$ cat src/rtl/dac_trim_cal_pkg.sv
package dac_trim_cal_pkg;
  typedef enum logic [1:0] {
    ST_IDLE   = 2'd0,
    ST_DROP   = 2'd1,
    ST_SETTLE = 2'd2,
    ST_FINISH = 2'd3
  } cal_state_e;
endpackage

$ cat src/rtl/trim_settle_timer.sv
module trim_settle_timer #(
  parameter int CNT_W = 16
) (
  input  logic             clk,
  input  logic             rst_n,
  input  logic             load_i,
  input  logic [CNT_W-1:0] value_i,
  input  logic             run_i,
  output logic             expired_o
);
  logic [CNT_W-1:0] cnt_q, cnt_d;
  logic             cnt_en;

  always_comb begin
    cnt_en = 1'b0;
    cnt_d  = cnt_q;
    if (load_i) begin
      cnt_en = 1'b1;
      cnt_d  = value_i;
    end else if (run_i && (cnt_q != '0)) begin
      cnt_en = 1'b1;
      cnt_d  = cnt_q - 1'b1;
    end
  end

  always_ff @(posedge clk or negedge rst_n) begin
    if (!rst_n)      cnt_q <= '0;
    else if (cnt_en) cnt_q <= cnt_d;
  end

  assign expired_o = (cnt_q == '0);

  // A load of a non-zero value must leave the timer unexpired
  assert_load_arms_R5: assert property (@(posedge clk) disable iff (!rst_n)
    (load_i && (value_i != '0)) |=> !expired_o);
endmodule

$ cat src/rtl/trim_sar_step.sv
module trim_sar_step #(
  parameter int CODE_W = 5
) (
  input  logic              clk,
  input  logic              rst_n,
  input  logic              init_i,
  input  logic              step_i,
  input  logic              final_i,
  input  logic              cmp_i,
  input  logic              user_ld_i,
  input  logic [CODE_W-1:0] user_code_i,
  output logic [CODE_W-1:0] code_o,
  output logic              last_o
);
  localparam logic [CODE_W-1:0] MID_CODE  = {1'b1, {(CODE_W-1){1'b0}}};
  localparam logic [CODE_W-1:0] MAX_CODE  = {CODE_W{1'b1}};
  localparam logic [CODE_W-1:0] FIRST_DLT = MID_CODE >> 1;

  logic [CODE_W-1:0] code_q, code_d;
  logic [CODE_W-1:0] delta_q, delta_d;
  logic              reg_en;

  always_comb begin
    reg_en  = 1'b0;
    code_d  = code_q;
    delta_d = delta_q;
    if (init_i) begin
      reg_en  = 1'b1;
      code_d  = MID_CODE;
      delta_d = FIRST_DLT;
    end else if (step_i) begin
      reg_en  = 1'b1;
      code_d  = cmp_i ? (code_q - delta_q) : (code_q + delta_q);
      delta_d = delta_q >> 1;
    end else if (final_i) begin
      reg_en = 1'b1;
      if (!cmp_i && (code_q != MAX_CODE)) code_d = code_q + 1'b1;
    end else if (user_ld_i) begin
      reg_en = 1'b1;
      code_d = user_code_i;
    end
  end

  always_ff @(posedge clk or negedge rst_n) begin
    if (!rst_n) begin
      code_q  <= MID_CODE;
      delta_q <= '0;
    end else if (reg_en) begin
      code_q  <= code_d;
      delta_q <= delta_d;
    end
  end

  assign code_o = code_q;
  assign last_o = (delta_q == '0);

  // A halving step is only requested while a non-zero step remains
  assert_step_live_R4: assert property (@(posedge clk) disable iff (!rst_n)
    step_i |-> (delta_q != '0));
  // A downward step never goes below zero
  assert_no_underflow_R4: assert property (@(posedge clk) disable iff (!rst_n)
    (step_i && cmp_i) |-> (code_q > delta_q));
  // The verification bump never wraps the top code
  assert_no_wrap_R6: assert property (@(posedge clk) disable iff (!rst_n)
    (final_i && (code_q == MAX_CODE)) |=> (code_q == MAX_CODE));
endmodule

$ cat src/rtl/dac_trim_cal.sv
module dac_trim_cal
  import dac_trim_cal_pkg::*;
#(
  parameter int CODE_W   = 5,
  parameter int CNT_W    = 16,
  parameter int MODE_W   = 3,
  parameter int DROP_CYC = 4
) (
  input  logic              clk,
  input  logic              rst_n,
  input  logic              start_i,
  input  logic              cmp_i,
  input  logic              chan_busy_i,
  input  logic [CNT_W-1:0]  settle_i,
  input  logic [MODE_W-1:0] mode_i,
  input  logic              user_wr_i,
  input  logic [CODE_W-1:0] user_code_i,
  output logic [CODE_W-1:0] trim_o,
  output logic              cal_en_o,
  output logic              chan_off_o,
  output logic              mode_ovr_o,
  output logic [MODE_W-1:0] mode_val_o,
  output logic              done_o,
  output logic              err_o,
  output logic              user_set_o
);
  localparam int            DROP_W  = $clog2(DROP_CYC) + 1;
  localparam logic [DROP_W-1:0] DROP_LD = DROP_W'(DROP_CYC - 1);

  cal_state_e        state_q, state_d;
  logic              cal_en_q, cal_en_d;
  logic              err_q, err_d;
  logic              user_set_q, user_set_d;
  logic [MODE_W-1:0] saved_q;
  logic              save_en;
  logic              accept;
  logic              drop_load, drop_exp;
  logic              settle_load, settle_exp;
  logic              sar_init, sar_step, sar_final, sar_last, user_ld;

  // Next-state and control decode
  always_comb begin
    state_d     = state_q;
    cal_en_d    = cal_en_q;
    err_d       = 1'b0;
    accept      = 1'b0;
    drop_load   = 1'b0;
    settle_load = 1'b0;
    sar_init    = 1'b0;
    sar_step    = 1'b0;
    sar_final   = 1'b0;
    unique case (state_q)
      ST_IDLE: begin
        if (start_i) begin
          if (chan_busy_i) begin
            err_d = 1'b1;
          end else begin
            accept    = 1'b1;
            drop_load = 1'b1;
            state_d   = ST_DROP;
          end
        end
      end
      ST_DROP: begin
        if (drop_exp) begin
          sar_init    = 1'b1;
          settle_load = 1'b1;
          cal_en_d    = 1'b1;
          state_d     = ST_SETTLE;
        end
      end
      ST_SETTLE: begin
        if (settle_exp) begin
          if (sar_last) begin
            sar_final = 1'b1;
            cal_en_d  = 1'b0;
            state_d   = ST_FINISH;
          end else begin
            sar_step    = 1'b1;
            settle_load = 1'b1;
          end
        end
      end
      ST_FINISH: state_d = ST_IDLE;
      default:   state_d = ST_IDLE;
    endcase
  end

  assign save_en    = accept;
  assign user_ld    = (state_q == ST_IDLE) && user_wr_i;
  assign user_set_d = accept ? 1'b0 : (user_ld ? 1'b1 : user_set_q);

  // State registers
  always_ff @(posedge clk or negedge rst_n) begin
    if (!rst_n) begin
      state_q    <= ST_IDLE;
      cal_en_q   <= 1'b0;
      err_q      <= 1'b0;
      user_set_q <= 1'b0;
    end else begin
      state_q    <= state_d;
      cal_en_q   <= cal_en_d;
      err_q      <= err_d;
      user_set_q <= user_set_d;
    end
  end

  always_ff @(posedge clk or negedge rst_n) begin
    if (!rst_n)       saved_q <= '0;
    else if (save_en) saved_q <= mode_i;
  end

  trim_settle_timer #(.CNT_W(DROP_W)) u_drop_timer (
    .clk       (clk),
    .rst_n     (rst_n),
    .load_i    (drop_load),
    .value_i   (DROP_LD),
    .run_i     (state_q == ST_DROP),
    .expired_o (drop_exp)
  );

  trim_settle_timer #(.CNT_W(CNT_W)) u_settle_timer (
    .clk       (clk),
    .rst_n     (rst_n),
    .load_i    (settle_load),
    .value_i   (settle_i),
    .run_i     (state_q == ST_SETTLE),
    .expired_o (settle_exp)
  );

  trim_sar_step #(.CODE_W(CODE_W)) u_sar (
    .clk         (clk),
    .rst_n       (rst_n),
    .init_i      (sar_init),
    .step_i      (sar_step),
    .final_i     (sar_final),
    .cmp_i       (cmp_i),
    .user_ld_i   (user_ld),
    .user_code_i (user_code_i),
    .code_o      (trim_o),
    .last_o      (sar_last)
  );

  assign cal_en_o   = cal_en_q;
  assign chan_off_o = (state_q == ST_DROP) || (state_q == ST_SETTLE);
  assign mode_ovr_o = (state_q == ST_SETTLE) || (state_q == ST_FINISH);
  assign mode_val_o = (state_q == ST_FINISH) ? saved_q : '0;
  assign done_o     = (state_q == ST_FINISH);
  assign err_o      = err_q;
  assign user_set_o = user_set_q;

  // A candidate code is not disturbed before its settle period ends
  assert_hold_code_R5: assert property (@(posedge clk) disable iff (!rst_n)
    ((state_q == ST_SETTLE) && !settle_exp) |=> $stable(trim_o));
  // An error pulse always follows a start that met a busy channel
  assert_err_cause_R2: assert property (@(posedge clk) disable iff (!rst_n)
    err_o |-> $past(start_i && chan_busy_i));
  // Calibration runs only with the channel disabled and mode forced to zero
  assert_cal_guard_R3: assert property (@(posedge clk) disable iff (!rst_n)
    cal_en_o |-> (chan_off_o && mode_ovr_o && (mode_val_o == '0)));
  // Done comes with the calibration path already off and lasts one cycle
  assert_done_pulse_R8: assert property (@(posedge clk) disable iff (!rst_n)
    done_o |-> (!cal_en_o && !chan_off_o) ##1 !done_o);
endmodule

$ cat config.mk
export PLATFORM = sky130hd
export DESIGN_NAME = dac_trim_cal
export DESIGN_NICKNAME = d
export VERILOG_FILES = /design/src/rtl/dac_trim_cal_pkg.sv /design/src/rtl/trim_settle_timer.sv /design/src/rtl/trim_sar_step.sv /design/src/rtl/dac_trim_cal.sv
export SDC_FILE = /design/constraint.sdc
export NUM_CORES = 1
export LEC_CHECK = 0
export BUFFER_PORTS_ARGS = -buffer_cell sky130_fd_sc_hd__buf_2
export CAP_MARGIN = 20
export CORE_MARGIN = 2
export CORE_UTILIZATION = 51
export CTS_CLUSTER_SIZE = 25
export DETAILED_ROUTE_END_ITERATION = 8
export PLACE_DENSITY = 0.77
export RECOVER_POWER = 25
export SLEW_MARGIN = 15
export SYNTH_ARGS = -nofsm -noshare
export SYNTH_HDL_FRONTEND = slang
export SYNTH_SLANG_ARGS = --single-unit
export TNS_END_PERCENT = 10
$ cat constraint.sdc
create_clock -name clk -period 2.3 [get_ports clk]
set_clock_uncertainty 0.05 [all_clocks]
set_input_delay 0.115 -clock clk [delete_from_list [all_inputs] [get_ports clk]]
set_output_delay 0.115 -clock clk [all_outputs]
set_load 0.005 [all_outputs]
* Word-level counts from Yosys, hierarchy flattened *
Index checks and enable logic that the tools add are counted.

word-level totals
  output and inout bits = 14
  bits in registers = 37
  input bits = 30

cells by class
  mux-type cells = 48
  reduce and logical (&&, ||, !) cells = 25
  add/sub/neg operators = 5
  equality and inequality tests = 10

operators with widths
  cell                                                   count
  two-way mux 5 bit                                      8
  two-way mux 16 bit                                     2
  two-way mux 1 bit                                      27
  zero test 16 bit                                       1
  nonzero test 16 bit                                    1
  subtractor 16 x 1 -> 16 bit, second input constant     1
  two-way mux 2 bit                                      5
  inequality test 2 bit, second input constant           5
  nonzero test 2 bit                                     5
  two-way mux 3 bit                                      3
  case mux 2 bit (4 select lines)                        1
  AND reduction 2 bit                                    3
  adder 5 x 1 -> 5 bit, second input constant            1
  adder 5 bit                                            1
  zero test 5 bit                                        1
  inequality test 5 bit, second input constant           1
  AND reduction 5 bit                                    1
  subtractor 5 bit                                       1
  equality test 2 bit, second input constant             2
  logical AND 1 bit                                      4
  inequality test 4 x 3 -> 1 bit, second input constant  1
  case mux 1 bit (2 select lines)                        2
  AND reduction 4 bit                                    1
  nonzero test 4 bit                                     1
  8 further kinds                                        9

* Logic depth before layout (Yosys ltp) *
Gate-level depths: netlist of the first run.

  word-level depth = 8
  mapped depth = 10
  mapped depth without buffers = 10

* Hierarchy *
Synthesis of the first run repeated with hierarchy kept, for this count alone.

unflattened totals
  cells, all modules = 258
  area total of the unflattened synthesis = 2,517.4 um2

modules (own cells, without submodules)
  module                              instances  cells an instance  area each (um2)
  trim_settle_timer (u_settle_timer)  1          111                1,029.7
  trim_sar_step                       1          81                 773.2
  dac_trim_cal                        1          47                 524.3
  trim_settle_timer (u_drop_timer)    1          19                 190.2

* Worst setup path before layout of the first run *
No wires, ideal clock.

  path type = register to register
  start = reg u_sar.delta_q[1]
  end = reg u_sar.code_q[3], in the netlist u_sar.code_o[3]
  slack = -51 ps
  clock period less this slack = 2,351 ps
  buffers on the path = 0
  arrival = 2,205 ps
  stages on the path, launching flop included = 10
  path through = dfrtp_1 > inv_1 > ha_1 > mux2i_1 > ha_1 > nor2b_1 > o21ai_0 > a21oi_1 > or4_1 > a311oi_2

between the ends
  cells in the longest elaborated chain, start to end = 8
  elaborated cells between the ends (all ways) = 19

ends and longest elaborated chain
  element                               line                 text
  start, declared                       trim_sar_step.sv:20  logic [CODE_W-1:0] delta_q, delta_d;
  start signal, assigned                trim_sar_step.sv:50  delta_q <= delta_d;
  zero test 5 bit                       trim_sar_step.sv:55  assign last_o = (delta_q == '0);
  two-way mux 1 bit                     dac_trim_cal.sv:74   if (sar_last) begin
  two-way mux 1 bit                     dac_trim_cal.sv:73   if (settle_exp) begin
  two-way mux 1 bit                     dac_trim_cal.sv:52   unique case (state_q)
  two-way mux 1 bit                     trim_sar_step.sv:35  end else if (final_i) begin
  two-way mux 1 bit                     trim_sar_step.sv:31  end else if (step_i) begin
  two-way mux 1 bit                     trim_sar_step.sv:27  if (init_i) begin
  AND reduction 3 bit (no source line)  -
  end signal, assigned                  trim_sar_step.sv:49  code_q <= code_d;
  end, declared                         trim_sar_step.sv:19  logic [CODE_W-1:0] code_q, code_d;

Several ways; a longest one is shown, not always the timed one.
A chain may end at the register's enable or synchronous reset.

* Worst setup path in the final report of the first run *
  start = reg u_sar.delta_q[0]
  end = reg u_sar.code_q[3], in the netlist u_sar.code_o[3]

The elaborated chain is that of the path after synthesis.

==> results of run 1 <==
-- cell type report --
cell class              count  area (sq um)  share of cell area
clock buffers               5          68.8              0.0211
clock inverters             3          42.5              0.0130
multi-input cells         191          1540               0.473
inverters                  15          56.3              0.0172
repair buffers             85           584               0.179
well taps                  54          67.6              0.0207
flip-flops and latches     36           902               0.276
-- power by group through the flow --
stage | clock (mW) | sequential, mW | combinational, mW
after detailed placement | 0 | 0.873 | 0.549
after global placement | 0 | 0.870 | 0.533
after floorplan | 0 | 0.871 | 0.361
final | 0.568 | 0.872 | 0.589
after CTS | 0.582 | 0.870 | 0.573
after global routing | 0.607 | 0.889 | 0.648
-- worst max-delay path by stage --
stage                      endpoint  slack [ps]  cells past startpoint
floorplan           u_sar.code_o[3]         -10                      9
global placement    u_sar.code_o[3]          40                      9
detailed placement  u_sar.code_o[3]         -60                      9
CTS                 u_sar.code_o[3]         -70                      9
global route        u_sar.code_o[1]        -150                      9
finish              u_sar.code_o[3]         -60                      9
-- through the flow --
| step | TNS, ps | util |
|---|---|---|
| 6_report | -104 | 0.696 |
| 3_3_place_gp | 0 | 0.621 |
| 5_1_grt | -382 | 0.696 |
| 4_1_cts | -87.2 | 0.675 |
| 2_1_floorplan | -10.4 | - |
| 3_5_place_dp | -62.9 | 0.621 |
-- sequential cells by signal, indices dropped and copies added (netlist names) --
| register | cells |
|---|---|
| err_o | 1 |
| state_q | 2 |
| saved_q | 3 |
| u_sar.code_o | 5 |
| u_settle_timer.cnt_q | 16 |
| u_drop_timer.cnt_q | 3 |
| u_sar.delta_q | 4 |
| cal_en_o | 1 |
| user_set_o | 1 |
-- synthesized netlist by cell type (2+ instances only) --
master / count
dfrtp_1: 35
nand2_1: 28
nor2_1: 22
xnor2_1: 16
ha_1: 15
inv_1: 15
mux2_2: 10
mux2_4: 10
a21oi_1: 9
mux2i_1: 7
nand3_1: 7
nor3_1: 7
o21ai_0: 7
a211oi_1: 5
and2_1: 4
nand4_1: 4
nor2b_1: 3
nor3b_1: 3
or4_1: 3
xor2_1: 3
a21o_1: 2
and3_1: 2
buf_2: 2
nor4_1: 2
nor4_4: 2
nor4b_1: 2
or2_2: 2
-- layer usage --
metal	share of wire	routed length [microns]
met1	0.42	2360
met2	0.53	2950
met3	0.033	184
met4	0.011	60
met5	0	0
-- cells by family after synthesis --
kind of cell / share of synthesized area
flip-flops: 0.367
AO/OA/AOI/OAI: 0.0738
multiplexers: 0.146
XOR/XNOR: 0.0677
AND/OR/NAND/NOR: 0.226
buffers and inverters: 0.0351
adder cells (fa/ha/maj): 0.0845
-- layout by cell type (no fill, tap or decap), types with 7 or more instances in the layout --
cell / n
dlygate4sd3_1: 16
mux2_4: 12
xnor2_1: 16
ha_1: 13
nand3_1: 7
dfrtp_1: 35
a21oi_1: 8
inv_1: 14
buf_2: 40
nor2_1: 22
nand2_1: 28
nor3_1: 7
mux2_2: 8
buf_4: 22
-- worst register-to-register path, cell delays in order, from the launching register on --
cell	delay (ps)
dfrtp_1	350
inv_1	50
ha_1	300
mux2i_2	190
ha_1	270
nor2b_4	130
o21ai_2	140
a21oi_2	80
or4_4	480
a311oi_2	240
-- timing repair --
action | in CTS | in global routing
gates resized for setup | 4 | 16
endpoints found under the hold margin | 47 | 3
hold buffers | 13 | 3
endpoints found under the setup margin | 2 | 12
pin swaps | 8 | 7
setup buffers | 1 | 1
==> impl_metrics.env, run 1 <==
export IMPL_outcome="complete, but fails checks"
export IMPL_violations="negative setup slack"
export IMPL_end_kind="flip-flop"
export IMPL_worst_hold_path_type="in2reg"
export IMPL_via_per_inst=5.37
export IMPL_seq_power_share=0.429
export IMPL_grt_antenna_before_repair=0
export IMPL_hpwl_microns=3920
export IMPL_grt_pass1_vias=2038
export IMPL_placement_cell_area_sq_um=2910
export IMPL_clk_latency_ps=290
export IMPL_maxCapViolCount=0
export IMPL_crit_type="reg2reg"
export IMPL_vias=2090
export IMPL_cts_sinks=36
export IMPL_worstHoldStart="settle_i[9]"
export IMPL_p_clk_frac=0.280
export IMPL_ys_async_sr_fraction=1.00
export IMPL_wl_per_cell_microns=14.3
export IMPL_grt_first_pass_wirelength_microns=9320
export IMPL_switching_power_mw=0.606
export IMPL_initial_core_util=0.524
export IMPL_pre_cts_slack_ps=-62.9
export IMPL_clkTransAtPathRegs_ps=80
export IMPL_die_area_sq_um=5390
export IMPL_placed_cells=364
export IMPL_syn2layout_area_growth_pct=32.8
export IMPL_slowest_delay_ps=480
export IMPL_fin_cells=389
export IMPL_setup_slack_ps=-62.5
export IMPL_min_to="u_settle_timer.cnt_q[9]"
export IMPL_dr_pass1_iters=4
export IMPL_yosys_area_top_type="dfrtp_1"
export IMPL_cts_tree="done"
export IMPL_fin_nets=380
export IMPL_ys_seq_area_frac=0.367
export IMPL_r2r_slack_ps=-60
export IMPL_rr_startpoint="u_sar.delta_q[0]"
export IMPL_swShare=0.299
export IMPL_worstReg2RegEnd="u_sar.code_o[3]"
export IMPL_whs_ps=10.2
export IMPL_netlist_instances=247
export IMPL_nFillCells=373
export IMPL_fmax_ghz=0.423
export IMPL_ant_nets=0
export IMPL_use_met1=0.282
export IMPL_ioPinCount=44
export IMPL_core_area_sq_um=4690
export IMPL_reg2regPathDepth=9
export IMPL_critPathMaxFanout=2
export IMPL_synth_nets=293
export IMPL_grt_max_degree=37
export IMPL_powerDensity_nw_per_um2=621
export IMPL_finalSetupViolCount=2
export IMPL_startpoint_type="flip-flop"
export IMPL_finalInstanceArea_sq_um=3270
export IMPL_drt_total_wl_microns=5550
export IMPL_netlist_area_leader_share=0.356
export IMPL_hold_path_depth=2
export IMPL_cp_top_family="simple AND/OR/NAND/NOR gates"
export IMPL_crit_top_cell="ha_1"
export IMPL_critPathBufInv=1
export IMPL_numCtsBuffers=5
export IMPL_hold_violations=0
export IMPL_crit_slowest_cell="or4_4"
export IMPL_synth_area_per_cell_sq_um=9.95
export IMPL_rsz0062_at_grt="true"
export IMPL_total_power_mw=2.03
export IMPL_cp_data_arrival_time_ps=2520
export IMPL_netlist_area_sq_um=2460
export IMPL_worstPathRequired_ps=2460
export IMPL_cts_htree_levels=2
export IMPL_worst_slew_pin_slew_ps=916
export IMPL_p_leak_nw=1.54
export IMPL_yosysWarnings=0
export IMPL_grt_use_met2=0.397
export IMPL_clockRootBuffer="clkbuf_8"
export IMPL_cts_buffer_depth=2
export IMPL_peakVddDrop_mv=0.712
export IMPL_period_share=1.03
export IMPL_dr_first_iter_drc_count=80
export IMPL_crit_chain="inv_1 -> ha_1 -> mux2i_2 -> ha_1 -> nor2b_4 -> o21ai_2 -> a21oi_2 -> or4_4 -> a311oi_2"
export IMPL_p_int_mw=1.42
export IMPL_p_comb_frac=0.290
export IMPL_gp_congestion=0.852
export IMPL_maxSlewHeadroom=0.389
export IMPL_ys_flop_type="dfrtp_1"
export IMPL_busiest_layer="met2"
export IMPL_use_met3=0.0425
export IMPL_synth_edf_count=0
export IMPL_rows=25
export IMPL_cp_startpoint="u_sar.delta_q[0]"
export IMPL_fp_dieH_microns=73.4
export IMPL_grt_util_all_layers=0.225
export IMPL_ys_types=47
export IMPL_min_period_ps=2360
export IMPL_grt_overflow_total=0
export IMPL_ys_ff_latch=36
export IMPL_drc_errors=0
export IMPL_antenna_cells=0
export IMPL_drv_slew=0
export IMPL_die_w_microns=73.4
export IMPL_port_buffers=43
export IMPL_netlist_top_cells_area="dfrtp_1 36%, ha_1 7.6%, mux2_4 6.1%"
export IMPL_drive_gt1_frac=0.358
Note: power is estimated with default switching activity, not from simulation.
==> run 2: changes to the inputs <==
--- a/config.mk
+++ b/config.mk
@@ -11,10 +11,12 @@
 export CORE_UTILIZATION = 51
 export CTS_CLUSTER_SIZE = 25
 export DETAILED_ROUTE_END_ITERATION = 8
+export GPL_TIMING_DRIVEN = 0
 export PLACE_DENSITY = 0.77
 export RECOVER_POWER = 25
 export SLEW_MARGIN = 15
 export SYNTH_ARGS = -nofsm -noshare
 export SYNTH_HDL_FRONTEND = slang
+export SYNTH_HIERARCHICAL = 1
 export SYNTH_SLANG_ARGS = --single-unit
 export TNS_END_PERCENT = 10
==> run 2 against run 1 <==
  * The run ends with negative hold slack left
  * Synthesized cell count is 4.5% higher
  * Final cell count is 6.4% higher
  * Clock power is 0.7% higher
  * Largest cell class unchanged
  * Flip-flop and latch count stayed put
  * Global-route usage is 0.89 points lower
  * Via count is 4.7% higher
  * First-iteration DRC count is 20% lower
==> impl_metrics.env, run 2 <==
export IMPL_r2r_slack_ps=8
export IMPL_synthAdderAreaFrac=0.0875
export IMPL_critPathMaxFanout=9
export IMPL_syn2layout_area_growth_pct=34.2
export IMPL_violations="negative hold slack"
export IMPL_crit_slowest_cell="dfrtp_1"
export IMPL_ioPinCount=44
export IMPL_hpwl_microns=3700
export IMPL_outcome="complete, but fails checks"
export IMPL_drv_slew=0
export IMPL_placed_cells=369
export IMPL_dr_first_iter_drc_count=64
export IMPL_grt_pass1_vias=2088
export IMPL_grt_first_pass_wirelength_microns=9140
export IMPL_synth_edf_count=0
export IMPL_worst_slew_pin_slew_ps=920
export IMPL_netlist_area_sq_um=2520
export IMPL_rr_startpoint="u_settle_timer/cnt_q[1]"
export IMPL_numCtsBuffers=5
export IMPL_grt_max_degree=37
export IMPL_fp_dieH_microns=74.3
export IMPL_synth_top_family_by_area="simple AND/OR/NAND/NOR gates"
export IMPL_rows=25
export IMPL_wl_per_cell_microns=14.0
export IMPL_finalSetupViolCount=0
export IMPL_rsz0062_at_grt="true"
export IMPL_period_share=0.997
export IMPL_hold_violations=1
export IMPL_clockRootBuffer="clkbuf_8"
export IMPL_crit_cells=11
export IMPL_synthMuxAreaShare=0.103
export IMPL_ant_nets=0
export IMPL_core_area_sq_um=4750
export IMPL_synth_compound_area_frac=0.154
export IMPL_ys_async_sr_fraction=1.00
export IMPL_utilization=0.711
export IMPL_clk_latency_ps=300
export IMPL_min_period_ps=2290
export IMPL_fin_cells=414
export IMPL_maxCapViolCount=0
export IMPL_netlist_area_leader_share=0.348
export IMPL_dr_pass1_iters=4
export IMPL_ys_flop_type="dfrtp_1"
export IMPL_ys_types=65
export IMPL_drt_total_wl_microns=5790
export IMPL_pre_cts_slack_ps=-513
export IMPL_cp_data_arrival_time_ps=2420
export IMPL_crit_chain="inv_1 -> ha_2 -> nor3b_4 -> nand2_2 -> nor2_4 -> nand2_2 -> nor2_4 -> o21a_1 -> buf_6 -> buf_4 -> mux2_2"
export IMPL_vias=2189
export IMPL_largest_register="u_settle_timer/cnt_q"
export IMPL_grt_overflow_total=0
export IMPL_reg2regPathDepth=11
export IMPL_die_w_microns=74.3
export IMPL_startpoint_type="flip-flop"
export IMPL_p_leak_nw=1.50
export IMPL_antenna_cells=0
export IMPL_critPathBufInv=3
export IMPL_fin_tns_setup_ps=0
export IMPL_cts_buffer_depth=2
export IMPL_initial_core_util=0.529
export IMPL_synth_commonest_cells="35 x dfrtp_1, 24 x nand2_1, 23 x nor2_1, 16 x ha_1, 14 x inv_1"
export IMPL_worstPathRequired_ps=2430
export IMPL_worstReg2RegEnd="u_settle_timer/cnt_q[13]"
export IMPL_fin_nets=393
export IMPL_synthSimpleGateAreaFrac=0.212
export IMPL_via_per_inst=5.29
export IMPL_layout_commonest_cell="buf_2"
export IMPL_clkTransAtPathRegs_ps=80
export IMPL_netlist_instances=258
export IMPL_synthXorXnorAreaFrac=0.0417
export IMPL_crit_end="u_settle_timer/cnt_q[13]"
export IMPL_powerDensity_nw_per_um2=541
export IMPL_yosys_area_top_type="dfrtp_1"
export IMPL_cts_tree="done"
export IMPL_largest_reg_flops=16
export IMPL_synth_area_per_cell_sq_um=9.76
export IMPL_final_cell_mix="37 x buf_2, 35 x dfrtp_1, 22 x nand2_1, 22 x buf_4, 21 x nor2_1"
export IMPL_synthMostInstantiatedCell="dfrtp_1"
export IMPL_whs_ps=-4.88
export IMPL_grt_util_all_layers=0.216
export IMPL_end_kind="flip-flop"
export IMPL_port_buffers=43
export IMPL_ys_ff_latch=36
export IMPL_worstHoldStart="settle_i[14]"
export IMPL_peakVddDrop_mv=0.431
export IMPL_maxSlewHeadroom=0.386
export IMPL_yosysWarnings=6
export IMPL_nFillCells=373
export IMPL_cp_top_family="simple AND/OR/NAND/NOR gates"
export IMPL_slowest_delay_ps=410
export IMPL_gp_congestion=0.792
export IMPL_netlist_top_cells_area="dfrtp_1 35%, ha_1 8.0%, mux2_2 4.9%"
export IMPL_cp_startpoint="u_settle_timer/cnt_q[1]"
export IMPL_crit_type="reg2reg"
export IMPL_drive_gt1_frac=0.349
export IMPL_die_area_sq_um=5510
export IMPL_fmax_ghz=0.436
export IMPL_ys_seq_area_frac=0.358
export IMPL_worst_hold_path_type="in2reg"
export IMPL_cts_htree_levels=2
export IMPL_drc_errors=0
export IMPL_cts_sinks=36
export IMPL_setup_slack_ps=7.67
export IMPL_grt_antenna_before_repair=0
## run 2: worst min-delay path by stage
| stage | slack, ps | cells past startpoint | end |
|---|---|---|---|
| 6_report | -5 | 3 | u_settle_timer/cnt_q[14] |
| 2_1_floorplan | -230 | 0 | cal_en_o |
| 3_3_place_gp | 200 | 1 | saved_q[1] |
| 5_1_grt | -2 | 3 | u_settle_timer/cnt_q[6] |
| 4_1_cts | 1 | 2 | u_settle_timer/cnt_q[1] |
| 3_5_place_dp | 210 | 1 | saved_q[1] |
## run 2: logic make-up (layout without fill, tap and decap cells)
group | count (synthesis) | in the layout
multiplexers | 24 | 24
AO/OA/AOI/OAI | 49 | 49
other | 2 | 3
adder cells (fa/ha/maj) | 17 | 17
flip-flops | 36 | 36
buffers and inverters | 22 | 110
AND/OR/NAND/NOR | 96 | 96
XOR/XNOR | 12 | 12
## run 2: layer usage
layer / routed length, microns / up-vias / track usage
li1: - / 1087 / -
met1: 2530 / 1052 / 0.260
met2: 3040 / 44 / 0.387
met3: 158 / 6 / 0.0420
met4: 57 / 0 / 0.0714
met5: 0 / - / 0
## run 2: worst reg2reg max path, stage by stage (launching register included)
cell	delay [ps]
dfrtp_1	410
inv_1	90
ha_2	190
nor3b_4	210
nand2_2	100
nor2_4	130
nand2_2	90
nor2_4	170
o21a_1	150
buf_6	150
buf_4	120
mux2_2	310
## run 2: cell type report
| type | count | area (sq um) | area share |
|---|---|---|---|
| repair buffers | 81 | 536 | 0.158 |
| inverters | 14 | 52.6 | 0.0155 |
| well taps | 67 | 83.8 | 0.0248 |
| multi-input cells | 201 | 1630 | 0.481 |
| flip-flops and latches | 36 | 902 | 0.267 |
| plain buffers | 7 | 68.8 | 0.0204 |
| clock inverters | 3 | 42.5 | 0.0126 |
| clock buffers | 5 | 68.8 | 0.0204 |
## run 2: power by group
| group | internal [mW] | total, mW | switching (mW) |
|---|---|---|---|
| registers | 0.729 | 0.872 | 0.143 |
| logic | 0.218 | 0.384 | 0.166 |
| clock network | 0.321 | 0.572 | 0.251 |
## run 2: repair_timing
action	in CTS	in global routing
pin swaps	2	8
gates resized for setup	18	17
endpoints found under the setup margin	27	21
endpoints found under the hold margin	49	0
hold buffers	15	0
cloned	0	0
buffers inserted	9	14
## run 2: metrics by stage
step / cell area (sq um) / power (mW)
4_1_cts: 3230 / 1.81
2_1_floorplan: 2540 / 1.09
6_report: 3380 / 1.83
3_5_place_dp: 2840 / 1.19
3_3_place_gp: 2840 / 1.17
5_1_grt: 3380 / 1.94
